$ cat config.mk
export PLATFORM = sky130hd
export DESIGN_NAME = disp_mmio_window
export DESIGN_NICKNAME = d
export VERILOG_FILES = /design/src/rtl/disp_mmio_pkg.sv /design/src/rtl/disp_mmio_decode.sv /design/src/rtl/disp_mmio_legacy.sv /design/src/rtl/disp_mmio_mode.sv /design/src/rtl/disp_mmio_ext.sv /design/src/rtl/disp_mmio_window.sv
export SDC_FILE = /design/constraint.sdc
export NUM_CORES = 1
export LEC_CHECK = 0
export BUFFER_PORTS_ARGS = -buffer_cell sky130_fd_sc_hd__buf_4
export CORE_MARGIN = 2
export CORE_UTILIZATION = 35
export DETAILED_ROUTE_END_ITERATION = 7
export SETUP_SLACK_MARGIN = 0.5
export SLEW_MARGIN = 40
export SYNTH_ARGS = -nofsm -noshare
export SYNTH_HDL_FRONTEND = slang
export SYNTH_SLANG_ARGS = --single-unit
$ cat constraint.sdc
create_clock -name clk_i -period 2.7 [get_ports clk_i]
set_input_delay 0.27 -clock clk_i [delete_from_list [all_inputs] [get_ports clk_i]]
set_output_delay 0.27 -clock clk_i [all_outputs]
set_load 0.02 [all_outputs]
$ cat src/rtl/disp_mmio_pkg.sv
package disp_mmio_pkg;
  localparam int unsigned ADDR_W  = 12;
  localparam int unsigned DATA_W  = 32;
  localparam int unsigned PORT_W  = 10;
  localparam int unsigned MIDX_W  = 4;
  localparam int unsigned MDAT_W  = 16;
  localparam int unsigned LOFF_W  = 5;
  localparam int unsigned EOFF_W  = 3;

  localparam logic [ADDR_W-1:0] LEG_BASE  = 12'h400;
  localparam logic [ADDR_W-1:0] LEG_SPAN  = 12'h020;
  localparam logic [ADDR_W-1:0] MODE_BASE = 12'h500;
  localparam logic [ADDR_W-1:0] MODE_SPAN = 12'h016;
  localparam logic [ADDR_W-1:0] EXT_BASE  = 12'h600;
  localparam logic [ADDR_W-1:0] EXT_SPAN  = 12'h008;

  localparam logic [PORT_W-1:0] LEG_PORT0 = 10'h3C0;
  localparam logic [DATA_W-1:0] ORDER_BIG = 32'hBEBE_BEBE;
  localparam logic [DATA_W-1:0] ORDER_LIT = 32'h1E1E_1E1E;

  typedef enum logic [1:0] {RG_NONE, RG_LEG, RG_MODE, RG_EXT} region_e;
endpackage

$ cat src/rtl/disp_mmio_decode.sv
module disp_mmio_decode
  import disp_mmio_pkg::*;
#(
  parameter bit EXT_EN = 1'b1
) (
  input  logic [ADDR_W-1:0] addr_i,
  output region_e           region_o,
  output logic [ADDR_W-1:0] off_o
);
  always_comb begin
    region_o = RG_NONE;
    off_o    = '0;
    if (addr_i >= LEG_BASE && addr_i < LEG_BASE + LEG_SPAN) begin
      region_o = RG_LEG;
      off_o    = addr_i - LEG_BASE;
    end else if (addr_i >= MODE_BASE && addr_i < MODE_BASE + MODE_SPAN) begin
      region_o = RG_MODE;
      off_o    = addr_i - MODE_BASE;
    end else if (EXT_EN && addr_i >= EXT_BASE && addr_i < EXT_BASE + EXT_SPAN) begin
      region_o = RG_EXT;
      off_o    = addr_i - EXT_BASE;
    end
  end
endmodule

$ cat src/rtl/disp_mmio_legacy.sv
module disp_mmio_legacy
  import disp_mmio_pkg::*;
(
  input  logic              clk_i,
  input  logic              rst_ni,
  input  logic              act_i,
  input  logic              we_i,
  input  logic [LOFF_W-1:0] off_i,
  input  logic [1:0]        size_i,
  input  logic [DATA_W-1:0] wdata_i,
  input  logic [7:0]        port_rdata_i,
  output logic              stb_o,
  output logic              we_o,
  output logic [PORT_W-1:0] port_o,
  output logic [7:0]        port_wdata_o,
  output logic              done_o,
  output logic [DATA_W-1:0] rdata_o
);
  logic [1:0]        beat_q, last_beat;
  logic [DATA_W-1:0] acc_q;

  always_comb begin
    case (size_i)
      2'd0:    last_beat = 2'd0;
      2'd1:    last_beat = 2'd1;
      default: last_beat = 2'd3;
    endcase
  end

  assign stb_o        = act_i;
  assign we_o         = act_i & we_i;
  assign port_o       = LEG_PORT0 + PORT_W'(off_i) + PORT_W'(beat_q);
  assign port_wdata_o = wdata_i[{beat_q, 3'b000} +: 8];
  assign done_o       = act_i && (beat_q == last_beat);

  // earlier lanes from the accumulator, current lane straight from the port
  always_comb begin
    rdata_o = acc_q;
    rdata_o[{beat_q, 3'b000} +: 8] = port_rdata_i;
  end

  always_ff @(posedge clk_i or negedge rst_ni) begin
    if (!rst_ni) begin
      beat_q <= '0;
      acc_q  <= '0;
    end else if (act_i && !done_o) begin
      beat_q <= beat_q + 2'd1;
      acc_q[{beat_q, 3'b000} +: 8] <= port_rdata_i;
    end else begin
      beat_q <= '0;
      acc_q  <= '0;
    end
  end
endmodule

$ cat src/rtl/disp_mmio_mode.sv
module disp_mmio_mode
  import disp_mmio_pkg::*;
(
  input  logic              clk_i,
  input  logic              rst_ni,
  input  logic              act_i,
  input  logic              we_i,
  input  logic [LOFF_W-1:0] off_i,
  input  logic [DATA_W-1:0] wdata_i,
  input  logic [MDAT_W-1:0] dat_rdata_i,
  output logic              idx_stb_o,
  output logic [MIDX_W-1:0] idx_o,
  output logic              dat_stb_o,
  output logic              dat_we_o,
  output logic [MDAT_W-1:0] dat_wdata_o,
  output logic              done_o,
  output logic [DATA_W-1:0] rdata_o
);
  logic phase_q;

  assign idx_stb_o   = act_i & ~phase_q;
  assign idx_o       = off_i[LOFF_W-1:1];
  assign dat_stb_o   = act_i & phase_q;
  assign dat_we_o    = dat_stb_o & we_i;
  assign dat_wdata_o = wdata_i[MDAT_W-1:0];
  assign done_o      = dat_stb_o;
  assign rdata_o     = DATA_W'(dat_rdata_i);

  always_ff @(posedge clk_i or negedge rst_ni) begin
    if (!rst_ni) phase_q <= 1'b0;
    else         phase_q <= act_i & ~phase_q;
  end
endmodule

$ cat src/rtl/disp_mmio_ext.sv
module disp_mmio_ext
  import disp_mmio_pkg::*;
(
  input  logic              clk_i,
  input  logic              rst_ni,
  input  logic              act_i,
  input  logic              we_i,
  input  logic [EOFF_W-1:0] off_i,
  input  logic [1:0]        size_i,
  input  logic [DATA_W-1:0] wdata_i,
  output logic              big_endian_o,
  output logic [DATA_W-1:0] rdata_o
);
  logic full, hit_size, hit_order;

  assign full      = act_i & size_i[1];
  assign hit_size  = full && (off_i == 3'd0);
  assign hit_order = full && (off_i == 3'd4);

  always_comb begin
    rdata_o = '0;
    if (hit_size)  rdata_o = DATA_W'(EXT_SPAN);
    if (hit_order) rdata_o = big_endian_o ? ORDER_BIG : ORDER_LIT;
  end

  always_ff @(posedge clk_i or negedge rst_ni) begin
    if (!rst_ni) begin
      big_endian_o <= 1'b0;
    end else if (hit_order && we_i) begin
      if (wdata_i == ORDER_BIG)      big_endian_o <= 1'b1;
      else if (wdata_i == ORDER_LIT) big_endian_o <= 1'b0;
    end
  end
endmodule

$ cat src/rtl/disp_mmio_window.sv
module disp_mmio_window
  import disp_mmio_pkg::*;
#(
  parameter bit         EXT_EN   = 1'b1,
  parameter logic [7:0] BASE_REV = 8'h01
) (
  input  logic              clk_i,
  input  logic              rst_ni,
  input  logic              req_i,
  input  logic              we_i,
  input  logic [11:0]       addr_i,
  input  logic [1:0]        size_i,
  input  logic [31:0]       wdata_i,
  output logic              ready_o,
  output logic [31:0]       rdata_o,
  output logic              leg_stb_o,
  output logic              leg_we_o,
  output logic [9:0]        leg_port_o,
  output logic [7:0]        leg_wdata_o,
  input  logic [7:0]        leg_rdata_i,
  output logic              mode_idx_stb_o,
  output logic [3:0]        mode_idx_o,
  output logic              mode_dat_stb_o,
  output logic              mode_dat_we_o,
  output logic [15:0]       mode_wdata_o,
  input  logic [15:0]       mode_rdata_i,
  output logic              big_endian_o,
  output logic [7:0]        rev_id_o
);
  region_e           region;
  logic [ADDR_W-1:0] off;
  logic              leg_done, mode_done;
  logic [DATA_W-1:0] leg_rd, mode_rd, ext_rd, sel_rd;

  assign rev_id_o = EXT_EN ? 8'd2 : BASE_REV;

  disp_mmio_decode #(.EXT_EN(EXT_EN)) u_dec (
    .addr_i   (addr_i),
    .region_o (region),
    .off_o    (off)
  );

  disp_mmio_legacy u_leg (
    .clk_i        (clk_i),
    .rst_ni       (rst_ni),
    .act_i        (req_i && region == RG_LEG),
    .we_i         (we_i),
    .off_i        (off[LOFF_W-1:0]),
    .size_i       (size_i),
    .wdata_i      (wdata_i),
    .port_rdata_i (leg_rdata_i),
    .stb_o        (leg_stb_o),
    .we_o         (leg_we_o),
    .port_o       (leg_port_o),
    .port_wdata_o (leg_wdata_o),
    .done_o       (leg_done),
    .rdata_o      (leg_rd)
  );

  disp_mmio_mode u_mode (
    .clk_i       (clk_i),
    .rst_ni      (rst_ni),
    .act_i       (req_i && region == RG_MODE),
    .we_i        (we_i),
    .off_i       (off[LOFF_W-1:0]),
    .wdata_i     (wdata_i),
    .dat_rdata_i (mode_rdata_i),
    .idx_stb_o   (mode_idx_stb_o),
    .idx_o       (mode_idx_o),
    .dat_stb_o   (mode_dat_stb_o),
    .dat_we_o    (mode_dat_we_o),
    .dat_wdata_o (mode_wdata_o),
    .done_o      (mode_done),
    .rdata_o     (mode_rd)
  );

  generate
    if (EXT_EN) begin : g_ext
      disp_mmio_ext u_ext (
        .clk_i        (clk_i),
        .rst_ni       (rst_ni),
        .act_i        (req_i && region == RG_EXT),
        .we_i         (we_i),
        .off_i        (off[EOFF_W-1:0]),
        .size_i       (size_i),
        .wdata_i      (wdata_i),
        .big_endian_o (big_endian_o),
        .rdata_o      (ext_rd)
      );
    end else begin : g_no_ext
      assign big_endian_o = 1'b0;
      assign ext_rd       = '0;
    end
  endgenerate

  always_comb begin
    case (region)
      RG_LEG:  begin ready_o = leg_done;  sel_rd = leg_rd;  end
      RG_MODE: begin ready_o = mode_done; sel_rd = mode_rd; end
      RG_EXT:  begin ready_o = req_i;     sel_rd = ext_rd;  end
      default: begin ready_o = req_i;     sel_rd = '0;      end
    endcase
    rdata_o = ready_o ? sel_rd : '0;
  end
endmodule

**Word level (Yosys, flattened, before mapping)**

Cells that the tools add are included.
W data, S select, Z words.

- Reduce and logical (&&, ||, !) cells: 16
- Shift-type cells: 3
- Bitwise gates (word level): 6
- Mux-type cells: 18
- $lt $le $gt $ge: 6
- Equal/unequal tests: 8
- Add/subtract/negate cells: 7

Operator list:

| cell | number |
|---|---|
| $mux W32 | 4 |
| $pmux W32 S3 | 1 |
| $ge A12 B11 Y1 const B | 3 |
| $lt A12 B11 Y1 const B | 3 |
| $bwmux W32 | 1 |
| $eq A32 B29 Y1 const B | 1 |
| $eq A32 B32 Y1 const B | 1 |
| $shift A8 B7 Y32 const A | 1 |
| $shiftx A32 B6 Y8 | 1 |
| $shiftx A8 B7 Y32 | 1 |
| $mux W5 | 3 |
| $sub A5 B1 Y5 const B | 3 |
| $logic_and A1 B1 Y1 | 11 |
| $add A10 B2 Y10 | 1 |
| $add A7 B6 Y8 const A | 1 |
| $mux W2 | 4 |
| $neg A5 Y7 | 1 |
| $and A1 B1 Y1 | 5 |
| $eq A2 B1 Y1 const B | 2 |
| $eq A2 B2 Y1 const B | 2 |
| $mux W4 | 1 |
| $pmux W2 S2 | 1 |
| $eq A3 B3 Y1 const B | 1 |
| $logic_not A3 Y1 | 1 |
| 9 further kinds | 10 |

- Register bits: 36
- Output and inout bits: 85
- Input bits: 74

**Logic depth before layout (Yosys ltp)**

Gate-level depths: netlist (run 1).

- Depth after elaboration: 13
- Depth in mapped cells: 12
- Gate-level depth less buffers: 10

**By module**

A second synthesis (run 1) with hierarchy kept.

- Cells, all modules: 492
- Area, all modules: 4187.8 sq um

By module, submodules not included:

| module | cells each | area an instance (sq um) | instances | seq. area each (sq um) |
|---|---|---|---|---|
| disp_mmio_legacy | 213 | 2084.5 | 1 | 850.8 |
| disp_mmio_window | 102 | 730.7 | 1 | 0.0 |
| disp_mmio_decode | 66 | 493.0 | 1 | 0.0 |
| disp_mmio_mode | 58 | 450.4 | 1 | 25.0 |
| disp_mmio_ext | 53 | 429.2 | 1 | 25.0 |

**Worst setup path after synthesis (run 1)**

No wires, ideal clock.

- Path type: register to output
- Start: register u_leg.beat_q[0]
- End: output port rdata_o[17]
- Setup slack: -0.076 ns
- Stages on the path, launching flop included: 10
- Arrival time: 2.506 ns
- Cell sequence: dfrtp_1 -> buf_2 -> buf_2 -> inv_1 -> ha_1 -> inv_1 -> nor4b_2 -> a21oi_1 -> nand2b_1 -> a21oi_1

- Cells in the longest elaborated chain, start to end: 5
- Elaborated cells between the ends (all ways): 9

RTL lines:

| item | line | RTL |
|---|---|---|
| start: declaration | disp_mmio_legacy.sv:19 | `logic [1:0] beat_q, last_beat;` |
| start signal: assignment | disp_mmio_legacy.sv:47 | `beat_q <= beat_q + 2'd1;` |
| $neg A5 Y7 | disp_mmio_legacy.sv:39 | `rdata_o[{beat_q, 3'b000} +: 8] = port_rdata_i;` |
| $shiftx A8 B7 Y32 / $shift A8 B7 Y32 (equally long branches) | disp_mmio_legacy.sv:39 |  |
| $bwmux W32 | disp_mmio_legacy.sv:39 |  |
| $pmux W32 S3 | disp_mmio_window.sv:97 | `case (region)` |
| $mux W32 (*) | disp_mmio_window.sv:103 | `rdata_o = ready_o ? sel_rd : '0;` |
| end: declaration | disp_mmio_window.sv:15 | `output logic [31:0] rdata_o,` |

Every way passes the cells marked *; elsewhere a longest branch is shown, timed or not.

**Worst setup path in the final report (run 1)**

- Start: register u_leg.beat_q[1]
- End: output port rdata_o[26]

The elaborated chain is that of the path after synthesis.

==> impl_metrics.tcl, run 1 <==
set metrics [dict create \
    status "finished, final reports clean" \
    synth_warnings 0 \
    timing.fmax_mhz 397 \
    crit_chain "buf_6, or4_4, a21boi_4, o21ai_4, buf_12, buf_16, a21oi_4, buf_6" \
    p_sw_mw 0.341 \
    rsz0062_at_grt "yes" \
    final_cell_mix "buf_4 (149), buf_6 (41), nor2_1 (37)" \
    r2r_start "u_leg.beat_q[1]$_DFF_PN0_" \
    yosys.area.top_type "dfrtp_1" \
    routed_wl_mm 10.4 \
    ctsLongestPathBuffers 2 \
    async_reset_ff_frac 1.00 \
    p_clk_frac 0.367 \
    end_kind "primary output" \
    hp-start "req_i" \
    cts_tree "built" \
    yosys_register_bits 36 \
    top_usage_layer "met2" \
    dpl-instance-area_mm2 0.00452 \
    crit_arrival_ns 2.25 \
    synth_cell_types 39 \
    slowest_stage "or4_4" \
    ff2ff_path_depth 7 \
    cp.required_ns 2.43 \
    syn_area_per_cell_um2 8.18 \
    fin_util 0.671 \
    synth_top_area_frac 0.302 \
    p_comb_frac 0.218 \
    path_clk_slew_ns 0.07 \
    cts_sinks 36 \
    synthTopCellsByArea "dfrtp_1 (30%), a21oi_1 (8.2%), nor2b_1 (7.5%)" \
    finalMaxSlewViolations 0 \
    critical_path_class "flop to primary output" \
    layout.nets 630 \
    antenna_found_initial 0 \
    crit_top_cell "buf_6" \
    die-area_mm2 0.00928 \
    cp_num_buf_inv 4 \
    drive_above_1_share 0.552 \
    numCtsBuffers 5 \
    grt_pass1_wl_mm 15.3 \
    total_power_mw 1.30 \
    critPathTopFamily "buffers and inverters" \
    grt_util_all_layers 0.215 \
    skew_ns 0.00578 \
    hpwl_mm 7.18 \
    dr_total_vias 3270 \
    coreArea_mm2 0.00826 \
    yosysSeqAreaShare 0.302 \
    finalCritPeriodShare 0.933 \
    synth_edf_count 0 \
    die-width_um 96.3 \
    drt_iter0_markers 125 \
    crit_fanout 8 \
    p_per_area_mw_per_mm2 234 \
    synth_cells 365 \
    gp_congestion 0.757 \
    min_to "u_mode.phase_q$_DFF_PN0_" \
    r2r_setup_slack_ns 0.68 \
    ant_nets 0 \
    viasPerCell 5.03 \
    sequentialPowerShare 0.416 \
    swShare 0.263 \
    syn-cell-area_mm2 0.00298 \
    diodes 0 \
    r2r-end "u_leg.acc_q[18]$_DFF_PN0_" \
    setup_tns_ns 0 \
    numPortBuffers 146 \
    grt_use_met1 0.277 \
    cp_slowest_stage_delay_ns 0.54 \
    dr.pass1.iters 4 \
    final_common_cell "buf_4" \
    internal-power_mw 0.956 \
    clk_latency_ns 0.29 \
    io-pin-count 159 \
    leakagePower_nw 2.31 \
    max_cap_viol_count 0 \
    use_met2 0.384 \
    cts_root_buffer "clkbuf_8" \
    grt_pass1_vias 3110 \
    rows 33 \
    overflow 0 \
    ir_drop_v 0.000162 \
    synth_flop_cell "dfrtp_1" \
    wire_per_inst_um 16.0 \
    holdPathStages 3 \
    die_y_um 96.3 \
    fin_area_mm2 0.00554 \
    area_delta_synth_final_pct 85.6 \
    grt_max_degree 37 \
    hold_path_class "input pin to flop" \
    cts-htree-levels 2 \
    grt_util_met3 0.0313 \
    period_minus_slack_ns 2.52 \
    cp-start-kind "flop" \
    drc 0 \
    hold_viol_final 0 \
    setup_viol 0 \
    start_util 0.361 \
]
repair_timing:
item,4_1_cts,5_1_grt
buffers inserted,23,16
cloned,2,0
hold buffers,1,0
gates resized for setup,82,30
endpoints found under the hold margin,36,0
endpoints found under the setup margin,43,42
pin swaps,12,10
per-stage QoR:
stage | hold WS [ns] | worst slack (ns) | std cells
finish | 0.254 | 0.181 | 650
global route | 0.259 | 0.106 | 650
CTS | 0.251 | 0.193 | 634
detailed placement | 0.261 | 0.0358 | 600
global placement | 0.260 | 0.126 | 600
floorplan | -0.0256 | 0.311 | 375
power by group through the flow:
| stage | Combinational, mW | Sequential, mW | Clock, mW |
|---|---|---|---|
| after floorplan | 0.124 | 0.550 | 0 |
| after global placement | 0.251 | 0.550 | 0 |
| after detailed placement | 0.254 | 0.550 | 0 |
| after CTS | 0.275 | 0.539 | 0.484 |
| after global routing | 0.303 | 0.539 | 0.508 |
| final | 0.282 | 0.539 | 0.476 |
worst reg2reg max path, stage by stage, from the launching register on:
cell and delay (ns):
dfrtp_1 0.41, buf_6 0.14, or4_4 0.54, buf_4 0.16, buf_6 0.10, nand3_1 0.07
buf_4 0.35, nor2_1 0.12
cells by family after synthesis:
logic type / count (synthesis) / share of synthesized area
AND/OR/NAND/NOR: 178 / 0.330
AO/OA/AOI/OAI: 72 / 0.135
buffers and inverters: 54 / 0.107
flip-flops: 36 / 0.302
adder cells (fa/ha/maj): 12 / 0.0528
multiplexers: 8 / 0.0616
XOR/XNOR: 3 / 0.00881
other: 2 / 0.00252
worst max path at each step:
stage | from | to | slack (ns) | depth (start not counted)
detailed placement | addr_i[2] | rdata_o[18] | 0.04 | 12
CTS | u_leg.beat_q[1]$_DFF_PN0_ | rdata_o[31] | 0.19 | 8
finish | u_leg.beat_q[1]$_DFF_PN0_ | rdata_o[26] | 0.18 | 8
floorplan | addr_i[7] | rdata_o[5] | 0.31 | 9
global placement | addr_i[2] | rdata_o[4] | 0.13 | 12
global route | u_leg.beat_q[1]$_DFF_PN0_ | rdata_o[25] | 0.11 | 8
per-layer routing:
metal / routed length (um) / up-vias
met4: 49 / 0
met1: 4340 / 1602
met3: 528 / 5
met2: 5450 / 98
met5: 0 / -
li1: - / 1565
flip-flops by register name, summed over array words and instances (netlist names):
signal                    flops
u_leg.acc_q                  32
u_leg.beat_q                  2
u_mode.phase_q                1
g_ext.u_ext.big_endian_o      1
cells in the mapped netlist (all sizes together), types with 2 or more instances:
library cell / number
nor2: 44
and2: 5
nand4b: 2
nor3: 2
nand2b: 27
o21a: 2
nor4: 4
ha: 11
dfrtp: 36
conb: 2
clkbuf: 6
nand3: 3
nor2b: 36
nand4: 5
xnor2: 3
or4: 2
mux4: 8
and3: 10
nor4b: 3
o21ai: 6
a31oi: 12
inv: 10
a21oi: 49
nand2: 29
nor3b: 3
buf: 38
final cells by class:
class                   count  area, um^2
clock inverters             2        35.0
multi-input cells         285        2460
inverters                  10        37.5
fillers                   648        2720
flip-flops and latches     36         901
clock buffers               6        72.6
repair buffers            206        1900
well taps                 105         131
Note: power is estimated with default switching activity, not from simulation.
==> inputs of run 2 (changes only) <==
Settings changed: CORE_ASPECT_RATIO set to 0.75, CORE_MARGIN 2 to unset, GPL_ROUTABILITY_DRIVEN set to 0.
==> run 2 against run 1 <==
  * Via count down 1.9%
  * Clock skew is 0.00054 ns lower
  * Maximum frequency up 0.66%
  * Combinational power shrank 2%
  * Sequential power barely moved
  * Cell count down 2.0%
  * Critical path type unchanged
  * Critical endpoint is now rdata_o[15]
  * Largest power group is now clock
==> impl_metrics.tcl, run 2 (synthesis results as in run 1) <==
set metrics [dict create \
    crit_arrival_ns 2.23 \
    final_cell_mix "buf_4 (146), nor2_1 (37), dfrtp_1 (36), buf_6 (36), nor2b_1 (34)" \
    holdWs_ns 0.266 \
    drt_iter0_markers 133 \
    dr_total_vias 3207 \
    cts_tree "built" \
    dp_slack_ns 0.127 \
    multiInputGateArea_mm2 0.00240 \
    critical_path_class "flop to primary output" \
    internal-power_mw 1.11 \
    ff_latch_area_um2 901 \
    numPortBuffers 146 \
    die-width_um 109 \
    drc 0 \
    antenna_found_initial 0 \
    finalMaxSlewViolations 0 \
    p_comb_frac 0.189 \
    viasPerCell 5.03 \
    hpwl_mm 7.29 \
    start_util 0.370 \
    diodes 0 \
    p_sw_mw 0.355 \
    cts_root_buffer "clkbuf_16" \
    io-pin-count 159 \
    wire_per_inst_um 16.5 \
    crit_fanout 7 \
    stdcell_count 637 \
    fin_util 0.664 \
    slowest_stage "or4_4" \
    numCtsBuffers 5 \
    routed_wl_mm 10.5 \
    ctsLongestPathBuffers 2 \
    dpl-instance-area_mm2 0.00453 \
    clk_latency_ns 0.28 \
    total_power_mw 1.47 \
    die_y_um 82.0 \
    dr.pass1.iters 4 \
    ir_drop_v 0.000228 \
    grt_pass1_vias 3038 \
    cts-htree-levels 2 \
    hold_path_class "input pin to flop" \
    end_kind "primary output" \
    timing.fmax_mhz 400 \
    placed_cells 600 \
    crit_chain "buf_8, or4_4, a21boi_4, o21ai_4, buf_6, buf_12, a31oi_4, buf_6" \
    top_register "u_leg.acc_q" \
    max_cap_viol_count 0 \
    final_common_cell "buf_4" \
    grt_max_degree 37 \
    fin_area_mm2 0.00535 \
    setup_ws_ns 0.198 \
    coreArea_mm2 0.00806 \
    overflow 0 \
    status "finished, final reports clean" \
    cts_sinks 36 \
    sequentialPowerShare 0.368 \
    cp-start-kind "flop" \
    finalCritPeriodShare 0.927 \
    reg_top3 "u_leg.acc_q: 32 flops, u_leg.beat_q: 2 flops" \
    p_per_area_mw_per_mm2 275 \
    drive_above_1_share 0.545 \
    final.fill_count 657 \
    area_delta_synth_final_pct 79.2 \
    largest_reg_flops 32 \
    cp_slowest_stage_delay_ns 0.53 \
    layout.nets 617 \
    path_clk_slew_ns 0.06 \
    die-area_mm2 0.00890 \
    period_minus_slack_ns 2.50 \
    leakagePower_nw 2.26 \
    ant_nets 0 \
    hold_viol_final 0 \
    swShare 0.242 \
    p_clk_frac 0.443 \
    setup_viol 0 \
    cp.required_ns 2.43 \
    skew_ns 0.00524 \
    rsz0062_at_grt "yes" \
    grt_util_all_layers 0.233 \
    grt_pass1_wl_mm 15.8 \
    crit_top_cell "buf_6" \
    rows 28 \
    setup_tns_ns 0 \
]
run 2: layout make-up:
class / count / share of cell area
Clock buffer: 6 / 0.0241
Sequential cell: 36 / 0.168
Clock inverter: 2 / 0.00655
Multi-Input combinational cell: 285 / 0.449
Timing Repair Buffer: 193 / 0.321
Inverter: 10 / 0.00702
Tap cell: 105 / 0.0246
run 2: path summary, 6_finish.rpt:
check                                               start                   endpoint  slack [ns]  cells past startpoint
max in group asynchronous                          rst_ni  u_leg.acc_q[19]$_DFF_PN0_        1.86                      2
worst max-delay path            u_leg.beat_q[1]$_DFF_PN0_                rdata_o[15]        0.20                      8
worst max register to register  u_leg.beat_q[1]$_DFF_PN0_  u_leg.acc_q[16]$_DFF_PN0_        0.66                      7
worst min register to register   u_mode.phase_q$_DFF_PN0_   u_mode.phase_q$_DFF_PN0_        0.50                      1
worst min-delay path                                req_i   u_mode.phase_q$_DFF_PN0_        0.27                      3
min in group asynchronous                          rst_ni   u_leg.acc_q[0]$_DFF_PN0_        0.49                      2
run 2: metal layers:
metal | vias to the layer above | GRT usage | part of all wire
met1 | 1565 | 0.329 | 0.47
met5 | - | 0 | 0
met4 | 0 | 0.0351 | 0.0057
met3 | 10 | 0.0365 | 0.047
li1 | 1543 | - | -
met2 | 89 | 0.382 | 0.48
run 2: power groups by stage:
stage | Sequential [mW] | Combinational, mW | Clock [mW]
5_1_grt | 0.540 | 0.297 | 0.687
3_5_place_dp | 0.550 | 0.254 | 0
6_report | 0.540 | 0.277 | 0.651
3_3_place_gp | 0.550 | 0.252 | 0
2_1_floorplan | 0.550 | 0.124 | 0
4_1_cts | 0.540 | 0.271 | 0.662
run 2: worst max-delay path, delay by kind of cell, from the launching register on:
family                 cells  cell delay [ns]
buffers and inverters      4             0.57
and+or+nand+nor            1             0.53
AOI/OAI and AO/OA          3             0.43
DFF                        1             0.43
run 2: timing repair:
action,CTS,global route
setup buffers,22,4
pin swaps,19,12
endpoints found under the setup margin,41,43
cloned,1,1
hold endpoints to repair,36,0
hold buffers,1,0
resized for setup,66,22
==> inputs of run 3 (changes only) <==
==> constraint.sdc (replaced) <==
create_clock -name clk_i -period 2.7 [get_ports clk_i]
set_input_delay 0.405 -clock clk_i [delete_from_list [all_inputs] [get_ports clk_i]]
set_output_delay 0.405 -clock clk_i [all_outputs]
set_load 0.02 [all_outputs]
==> run 3 against run 2 <==
  * The flow now finishes with violations (negative setup slack)
  * Combinational power rose by 6%
  * Sequential power is essentially flat
  * Clock skew fell by 0.0010 ns
  * Global-route usage is 3.0 points higher
  * Clock power about the same
  * Sequential share of layout area down 1.5 points
  * Via count increased by 6.1%
  * Critical path type is now input pin to primary output
  * Largest cell class unchanged
  * Highest routed layer unchanged
==> impl_metrics.tcl, run 3 (synthesis results as in run 1) <==
set metrics [dict create \
    ir_drop_v 0.000228 \
    crit_arrival_ns 2.40 \
    holdWs_ns 0.0835 \
    grt_pass1_vias 3256 \
    critical_path_class "input pin to primary output" \
    max_cap_viol_count 0 \
    slowest_stage "nor3b_1" \
    crit_chain "buf_6, a21oi_2, nor2b_1, nor3b_1, o21a_1, ha_1, and3_1, and3_4, nand3_4, buf_12, a31oi_1, buf_4" \
    reg_top3 "u_leg.acc_q: 32 flops, u_leg.beat_q: 2 flops" \
    violations "negative setup slack" \
    status "complete, but fails checks" \
    io-pin-count 159 \
    drt_iter0_markers 176 \
    final_common_cell "buf_4" \
    rows 28 \
    antenna_found_initial 0 \
    viasPerCell 5.16 \
    cts_root_buffer "clkbuf_16" \
    numPortBuffers 146 \
    drive_above_1_share 0.606 \
    coreArea_mm2 0.00806 \
    multiInputGateArea_mm2 0.00249 \
    dr_total_vias 3402 \
    start_util 0.370 \
    hold_path_class "input pin to asynchronous set/reset pin" \
    period_minus_slack_ns 2.81 \
    cp_slowest_stage_delay_ns 0.26 \
    grt_max_degree 37 \
    critPathTopFamily "simple AND/OR/NAND/NOR gates" \
    ctsLongestPathBuffers 2 \
    timing.fmax_mhz 356 \
    hold_viol_final 0 \
    layout.nets 639 \
    setup_viol 28 \
    dp_slack_ns -0.0249 \
    die-area_mm2 0.00890 \
    p_per_area_mw_per_mm2 254 \
    cp_num_cells 12 \
    finalCritPeriodShare 1.04 \
    diodes 0 \
    cp-start-kind "input pin" \
    die-width_um 109 \
    routed_wl_mm 12.4 \
    final_cell_mix "buf_4 (140), buf_6 (54), dfrtp_1 (36)" \
    drc 0 \
    area_delta_synth_final_pct 96.1 \
    final.fill_count 582 \
    leakagePower_nw 2.46 \
    overflow 0 \
    top_register "u_leg.acc_q" \
    ant_nets 0 \
    largest_reg_flops 32 \
    cts_sinks 36 \
    cts_hold_buffers 0 \
    die_y_um 82.0 \
    path_clk_slew_ns 0.06 \
    ff2ff_path_depth 8 \
    cts-htree-levels 2 \
    ff_latch_area_um2 901 \
    wire_per_inst_um 18.8 \
    setup_ws_ns -0.107 \
    grt_util_all_layers 0.263 \
    grt_pass1_wl_mm 17.4 \
    finalMaxSlewViolations 0 \
    end_kind "primary output" \
    hpwl_mm 7.62 \
    cp_num_buf_inv 3 \
    skew_ns 0.00425 \
    rsz0062_at_grt "yes" \
    cts_tree "built" \
    clk_latency_ns 0.28 \
    numCtsBuffers 5 \
    crit_fanout 5 \
    dr.pass1.iters 5 \
    cp.required_ns 2.30 \
]
[run 3: changes by cell type in the layout (fill, tap and decap cells not counted), moves of 4 or more]
cell	delta
nor2_1	-24
buf_6	+18
nor2_4	+17
a21oi_4	-9
nor2_2	+7
buf_4	-6
a21oi_2	+5
buf_12	+5
a21oi_1	+4
buf_16	+4
nand2b_1	+4
nand2b_4	-4
[run 3: area by class of cell]
cell class,instances,area share
flip-flops and latches,36,0.154
well taps,105,0.0225
multi-input cells,285,0.426
clock inverters,2,0.00599
clock buffers,6,0.0220
inverters,10,0.00684
repair buffers,215,0.363
[run 3: repair_timing]
action / CTS / global route
gates resized for setup: 78 / 81
endpoints found under the setup margin: 46 / 80
setup buffers: 22 / 9
cloned: 5 / 4
pin swaps: 23 / 15
[run 3: path summary, 6_finish.rpt]
check / startpoint / endpoint / slack, ns
worst max-delay path: addr_i[1] / rdata_o[1] / -0.11
max in group asynchronous: rst_ni / u_leg.acc_q[12]$_DFF_PN0_ / 2.28
min in group clk_i: req_i / u_mode.phase_q$_DFF_PN0_ / 0.42
worst min register to register: u_mode.phase_q$_DFF_PN0_ / u_mode.phase_q$_DFF_PN0_ / 0.55
worst min-delay path: rst_ni / u_leg.acc_q[18]$_DFF_PN0_ / 0.08
worst max register to register: u_leg.beat_q[1]$_DFF_PN0_ / u_leg.acc_q[31]$_DFF_PN0_ / 0.76
[run 3: per-stage QoR]
step / cell area, um^2 / power (mW) / setup TNS [ns] / util / instances
5_1_grt: 5850 / 1.53 / -4.34 / 0.726 / 659
4_1_cts: 5360 / 1.48 / 0 / 0.665 / 646
6_report: 5850 / 1.48 / -2.21 / 0.726 / 659
3_5_place_dp: 4520 / 0.810 / -0.0435 / 0.561 / 611
2_1_floorplan: 3380 / 0.673 / 0 / - / 375
3_3_place_gp: 4520 / 0.807 / -0.0901 / 0.561 / 611
[run 3: routing by layer]
layer | up-vias | part of all wire | GRT usage
li1 | 1590 | - | -
met1 | 1657 | 0.42 | 0.352
met2 | 138 | 0.49 | 0.458
met3 | 17 | 0.074 | 0.0373
met4 | 0 | 0.015 | 0.0459
met5 | - | 0 | 0
[run 3: report_power, final]
| group | leakage [nW] | switching [mW] | internal (mW) |
|---|---|---|---|
| combinational | 1.88 | 0.147 | 0.146 |
| sequential | 0.503 | 0.000215 | 0.540 |
| clock | 0.0808 | 0.217 | 0.434 |
| total | 2.46 | 0.365 | 1.12 |
